$ cat src/rtl/swa_pkg.sv
package swa_pkg;

    typedef enum logic [1:0] {
        PK_VIDEO = 2'd0,
        PK_AUX   = 2'd1,
        PK_INFO  = 2'd2
    } pkt_kind_e;

    localparam int TUSER_W = 2;
    localparam int AUX_BIT = 1;
    localparam int CODE_W  = 4;
    localparam logic [CODE_W-1:0] INFO_CODE = 4'h1;

    typedef struct packed {
        pkt_kind_e kind;
        logic      first;
        logic      field_beat;
    } beat_class_t;

    function automatic int min_i(input int a, input int b);
        return (a < b) ? a : b;
    endfunction

    function automatic pkt_kind_e decode_kind(input logic aux, input logic [CODE_W-1:0] code);
        if (!aux)
            return PK_VIDEO;
        else if (code == INFO_CODE)
            return PK_INFO;
        else
            return PK_AUX;
    endfunction

endpackage

$ cat src/rtl/swa_classifier.sv
module swa_classifier
    import swa_pkg::*;
#(
    parameter int INFO_BEAT = 1
) (
    input  logic              clk,
    input  logic              rst,
    input  logic              accept,
    input  logic              last,
    input  logic              aux_flag,
    input  logic [CODE_W-1:0] code,
    output beat_class_t       cls
);
    localparam int CNT_W = $clog2(INFO_BEAT + 2);
    localparam logic [CNT_W-1:0] CNT_MAX = CNT_W'(INFO_BEAT + 1);
    localparam logic [CNT_W-1:0] CNT_HIT = CNT_W'(INFO_BEAT);

    logic             in_pkt_q;
    pkt_kind_e        kind_q;
    logic [CNT_W-1:0] idx_q;

    always_comb begin
        cls.first      = !in_pkt_q;
        cls.kind       = in_pkt_q ? kind_q : decode_kind(aux_flag, code);
        cls.field_beat = (cls.kind == PK_INFO) && (idx_q == CNT_HIT);
    end

    always_ff @(posedge clk) begin
        if (rst) begin
            in_pkt_q <= 1'b0;
            kind_q   <= PK_VIDEO;
            idx_q    <= '0;
        end else if (accept) begin
            if (last) begin
                in_pkt_q <= 1'b0;
                idx_q    <= '0;
            end else begin
                in_pkt_q <= 1'b1;
                kind_q   <= cls.kind;
                if (idx_q != CNT_MAX)
                    idx_q <= idx_q + 1'b1;
            end
        end
    end
endmodule

$ cat src/rtl/swa_lane_map.sv
module swa_lane_map #(
    parameter int IN_BPS  = 10,
    parameter int OUT_BPS = 8,
    parameter int LANES   = 6
) (
    input  logic [IN_BPS*LANES-1:0]  din,
    output logic [OUT_BPS*LANES-1:0] dout
);
    localparam int DIFF = (IN_BPS > OUT_BPS) ? IN_BPS - OUT_BPS : OUT_BPS - IN_BPS;

    for (genvar k = 0; k < LANES; k++) begin : g_lane
        if (IN_BPS >= OUT_BPS) begin : g_clip
            assign dout[k*OUT_BPS +: OUT_BPS] = din[k*IN_BPS + DIFF +: OUT_BPS];
        end else begin : g_pad
            assign dout[k*OUT_BPS +: OUT_BPS] = {din[k*IN_BPS +: IN_BPS], {DIFF{1'b0}}};
        end
    end
endmodule

$ cat src/rtl/swa_field_fix.sv
module swa_field_fix #(
    parameter int W         = 48,
    parameter int FIELD_LSB = 8,
    parameter int FIELD_W   = 5,
    parameter bit NARROW    = 1'b1
) (
    input  logic [W-1:0]       din,
    input  logic               en,
    input  logic [FIELD_W-1:0] limit,
    output logic [W-1:0]       dout
);
    logic [FIELD_W-1:0] field_in;

    always_comb begin
        field_in = din[FIELD_LSB +: FIELD_W];
        dout     = din;
        if (NARROW && en && (field_in > limit))
            dout[FIELD_LSB +: FIELD_W] = limit;
    end
endmodule

$ cat src/rtl/swa_limit_reg.sv
module swa_limit_reg #(
    parameter bit HAS_CTRL = 1'b1,
    parameter int FIELD_W  = 5,
    parameter int OUT_BPS  = 8
) (
    input  logic               clk,
    input  logic               rst,
    input  logic               cfg_wr,
    input  logic [FIELD_W-1:0] cfg_wdata,
    input  logic               capture,
    output logic [FIELD_W-1:0] limit,
    output logic [FIELD_W-1:0] held
);
    localparam logic [FIELD_W-1:0] MAX_F = FIELD_W'(OUT_BPS);

    logic [FIELD_W-1:0] eff;

    if (HAS_CTRL) begin : g_ctrl
        logic [FIELD_W-1:0] reg_q;
        always_ff @(posedge clk) begin
            if (rst)
                reg_q <= MAX_F;
            else if (cfg_wr)
                reg_q <= cfg_wdata;
        end
        assign eff = (reg_q > MAX_F) ? MAX_F : reg_q;
    end else begin : g_fixed
        assign eff = MAX_F;
    end

    always_ff @(posedge clk) begin
        if (rst)
            held <= MAX_F;
        else if (capture)
            held <= eff;
    end

    assign limit = capture ? eff : held;
endmodule

$ cat src/rtl/swa_adapter.sv
module swa_adapter
    import swa_pkg::*;
#(
    parameter int IN_BPS    = 10,
    parameter int OUT_BPS   = 8,
    parameter int PLANES    = 3,
    parameter int PIXELS    = 2,
    parameter bit HAS_CTRL  = 1'b1,
    parameter int INFO_BEAT = 1,
    parameter int FIELD_LSB = 8,
    parameter int FIELD_W   = 5
) (
    input  logic                             clk,
    input  logic                             rst,
    input  logic [IN_BPS*PLANES*PIXELS-1:0]  s_tdata,
    input  logic                             s_tvalid,
    output logic                             s_tready,
    input  logic                             s_tlast,
    input  logic [1:0]                       s_tuser,
    output logic [OUT_BPS*PLANES*PIXELS-1:0] m_tdata,
    output logic                             m_tvalid,
    input  logic                             m_tready,
    output logic                             m_tlast,
    output logic [1:0]                       m_tuser,
    input  logic                             cfg_wr,
    input  logic [FIELD_W-1:0]               cfg_wdata
);
    localparam int LANES  = PLANES * PIXELS;
    localparam int IN_W   = IN_BPS * LANES;
    localparam int OUT_W  = OUT_BPS * LANES;
    localparam int PASS_W = min_i(IN_W, OUT_W);
    localparam bit NARROW = (IN_BPS > OUT_BPS);

    beat_class_t        cls;
    logic               accept;
    logic               first_acc;
    logic [FIELD_W-1:0] limit;
    logic [FIELD_W-1:0] held_limit;
    logic [OUT_W-1:0]   video_out;
    logic [PASS_W-1:0]  aux_fixed;
    logic [OUT_W-1:0]   aux_out;

    assign accept    = s_tvalid && m_tready;
    assign first_acc = accept && cls.first;

    assign s_tready = m_tready;
    assign m_tvalid = s_tvalid;
    assign m_tlast  = s_tlast;
    assign m_tuser  = s_tuser;

    swa_classifier #(.INFO_BEAT(INFO_BEAT)) u_class (
        .clk      (clk),
        .rst      (rst),
        .accept   (accept),
        .last     (s_tlast),
        .aux_flag (s_tuser[AUX_BIT]),
        .code     (s_tdata[CODE_W-1:0]),
        .cls      (cls)
    );

    swa_limit_reg #(.HAS_CTRL(HAS_CTRL), .FIELD_W(FIELD_W), .OUT_BPS(OUT_BPS)) u_limit (
        .clk       (clk),
        .rst       (rst),
        .cfg_wr    (cfg_wr),
        .cfg_wdata (cfg_wdata),
        .capture   (first_acc),
        .limit     (limit),
        .held      (held_limit)
    );

    swa_lane_map #(.IN_BPS(IN_BPS), .OUT_BPS(OUT_BPS), .LANES(LANES)) u_lanes (
        .din  (s_tdata),
        .dout (video_out)
    );

    swa_field_fix #(.W(PASS_W), .FIELD_LSB(FIELD_LSB), .FIELD_W(FIELD_W), .NARROW(NARROW)) u_fix (
        .din   (s_tdata[PASS_W-1:0]),
        .en    (cls.field_beat),
        .limit (limit),
        .dout  (aux_fixed)
    );

    if (OUT_W > PASS_W) begin : g_aux_ext
        assign aux_out = {{(OUT_W-PASS_W){1'b0}}, aux_fixed};
    end else begin : g_aux_same
        assign aux_out = aux_fixed;
    end

    assign m_tdata = (cls.kind == PK_VIDEO) ? video_out : aux_out;
endmodule

$ cat config.mk
export PLATFORM = sky130hd
export DESIGN_NAME = swa_adapter
export DESIGN_NICKNAME = d
export VERILOG_FILES = /design/src/rtl/swa_pkg.sv /design/src/rtl/swa_classifier.sv /design/src/rtl/swa_lane_map.sv /design/src/rtl/swa_field_fix.sv /design/src/rtl/swa_limit_reg.sv /design/src/rtl/swa_adapter.sv
export SDC_FILE = /design/constraint.sdc
export NUM_CORES = 1
export LEC_CHECK = 0
export BUFFER_PORTS_ARGS = -buffer_cell sky130_fd_sc_hd__buf_4
export CAP_MARGIN = 20
export CORE_UTILIZATION = 36
export CTS_CLUSTER_SIZE = 24
export DETAILED_ROUTE_END_ITERATION = 8
export PLACE_DENSITY = 0.77
export SYNTH_ARGS = -nofsm -noshare
export SYNTH_HDL_FRONTEND = slang
export SYNTH_SLANG_ARGS = --single-unit
$ cat constraint.sdc
create_clock -name clk -period 4.9 [get_ports clk]
set_input_delay 0.98 -clock clk [delete_from_list [all_inputs] [get_ports clk]]
set_output_delay 0.98 -clock clk [all_outputs]
set_load 0.05 [all_outputs]
==> run summary <==
CTS max path bufs: 2
core region area: 3770 sq um
DP Wirelength: 3600 um
Finished Layout Cells: 320
Via Count: 1552
most frequent CP cell: buf_4
final core occ: 0.640
layout cells sized above 1: 0.647
post-synth cell types: 30
worst-skew pair later-pin latency: 0.25 ns
Slowest-stage cell, CP: a311oi_4
Setup Viol. Count Final: 0
Startpoint Class: primary input
initial antenna violation count: 0
CP Cell Sequence: buf_4, nand3b_1, nor4b_1, a21oi_1, ha_1, nand3_1, o21bai_1, a311oi_4, mux2_2, o21ai_1, buf_4
CP Data Arrival Time: 3.62 ns
GR Overflow Total: 0
area added between synthesis and finish: 66.7%
Period minus WS final: 4.60 ns
synthesized cell area: 1450 sq um
Layout Skew: 0.00112 ns
most frequent cell after synthesis: mux2_2
Min Hold Slack: 0.481 ns
Worst Tran Pin Value: 0.564 ns
Top-Level Pins: 126
P_leak: 1.14 nW
CTS sink count: 15
Design Area, Final: 2410 sq um
fin. max-slew vios: 0
delay-heaviest family, CP: compound AO/OA/AOI/OAI gates
routability cong.: 0.747
sequential-to-total area share from yosys stat: 0.207
share of the synthesized area in the top cell type: 0.350
Die H: 65.4 um
synth top area cells: mux2_2, dfxtp_1, ha_1, mux2i_1, nor2_1
diode count: 0
post-cts resize count: 0
Power Density: 236 nW/um^2
Post-Syn Nets: 238
HP Class: reg -> reg
Post-CTS Hold Fix Bufs: 0
critical path class: in -> out
fmax: 0.218 GHz
Via density: 4.85
Synth top cells by count: mux2_2, dfxtp_1, nor2_1
RSZ-0062 raised after global routing: no
ys flop type: dfxtp_1
met3 Track Usage GR: 0.0677
Final Hold Viols: 0
Final Routed Wirelength: 4220 um
drt drc: 0
row cnt: 22
First-pass DRT Iterations: 4
clk slew on worst S/H paths: 0.05 ns
ys async rst share: 0
Avg Cell Area, Syn: 9.17 sq um
crit path buf inv count: 2
VDD IR max: 0.000116 V
H-tree levels: 1
Worst slew margin: 0.624
Die X: 65.4 um
post-synthesis register bit count: 15
WP data required: 3.92 ns
IO Port Bufs: 121
post-DR wirelength/cell: 13.2 um
grt met1 use: 0.212
first-pass GRT wire length: 6930 um
Critical Path End Type: primary output
TritonCTS clock tree: built
Final nets: 353
Initial Util: 0.384
DR iter-0 viols: 66
Overall Global Routing Usage: 0.211
root buffer cell: clkbuf_8
fin crit share: 0.938
cell count after synthesis: 158
vias in the first global route: 1567
grt met2 use: 0.385
Critical Path Max Stage Delay: 0.49 ns
Setup TNS Final: 0 ns
Yosys warnings: 0
status: complete, no violations
crit path max fanout: 9
post-synth top area cell: mux2_2
dpl cell area: 2370 sq um
remaining antenna violation count: 0
post-CTS setup buffer count: 0
largest net degree at the start of global routing: 53
die area: 4280 sq um
busiest grt layer: met2
placed cells: 316
max_cap viols: 0
Num CTS Buffers: 3
Post-synth EDFFs: 0
## per-layer routing
layer,vias up,part of all wire
met4,0,0.030
met3,13,0.086
li1,794,-
met1,681,0.36
met2,64,0.52
met5,-,0
## final timing paths
| path | from | end | slack, ns | cells past startpoint |
|---|---|---|---|---|
| worst max-delay path | s_tvalid | m_tdata[11] | 0.30 | 11 |
| worst max register to register | u_class.in_pkt_q | u_limit.held[2] | 3.50 | 4 |
| worst min-delay path | u_limit.held[4] | u_limit.held[4] | 0.48 | 2 |
| worst min register to register | u_limit.held[4] | u_limit.held[4] | 0.48 | 2 |
## area by class of cell
class / count / area [sq um]
Inverter: 8 / 30.0
Clock buffer: 4 / 45.0
Timing Repair Buffer: 122 / 916
Tap cell: 48 / 60.1
Sequential cell: 15 / 300
Multi-Input combinational cell: 123 / 1060
Fill cell: 306 / 1360
## cell usage in the layout (no fill, tap or decap), drive strengths merged, types with 5 or more instances in the layout
master	instances
ha	7
mux2	45
nand2	9
nor2	15
dfxtp	15
inv	8
mux2i	8
buf	122
a21oi	8
o21ai	5
## cell families (layout without fill, tap and decap cells)
logic type,count (synthesis),after routing,synth area share
compound gates,20,20,0.0993
fa+ha+maj,7,7,0.0604
buf+inv,20,134,0.0682
flops,15,15,0.207
mux,53,53,0.405
simple gates,43,43,0.160
## through the flow
stage	total power [mW]	worst slack (ns)
after floorplan	0.363	0.125
after global placement	0.474	0.381
after detailed placement	0.478	0.311
after CTS	0.576	0.265
after global routing	0.598	0.0192
final	0.570	0.304
## flip-flops by register name, summed over array words and instances (netlist names)
name                  cells
u_class.idx_q             2
u_class.in_pkt_q          1
u_class.kind_q            2
u_limit.g_ctrl.reg_q      5
u_limit.held              5
## worst min-delay path: cells and delay by family, from the launching register on
kind,cells,cell delay (ns)
flops,1,0.29
simple gates,2,0.15
## power by group
part	internal, mW	total [mW]	switching (mW)
logic	0.133	0.344	0.210
clock network	0.0575	0.0966	0.0390
registers	0.127	0.130	0.00316
total	0.317	0.570	0.253
Power figures use the tool's default switching activity.
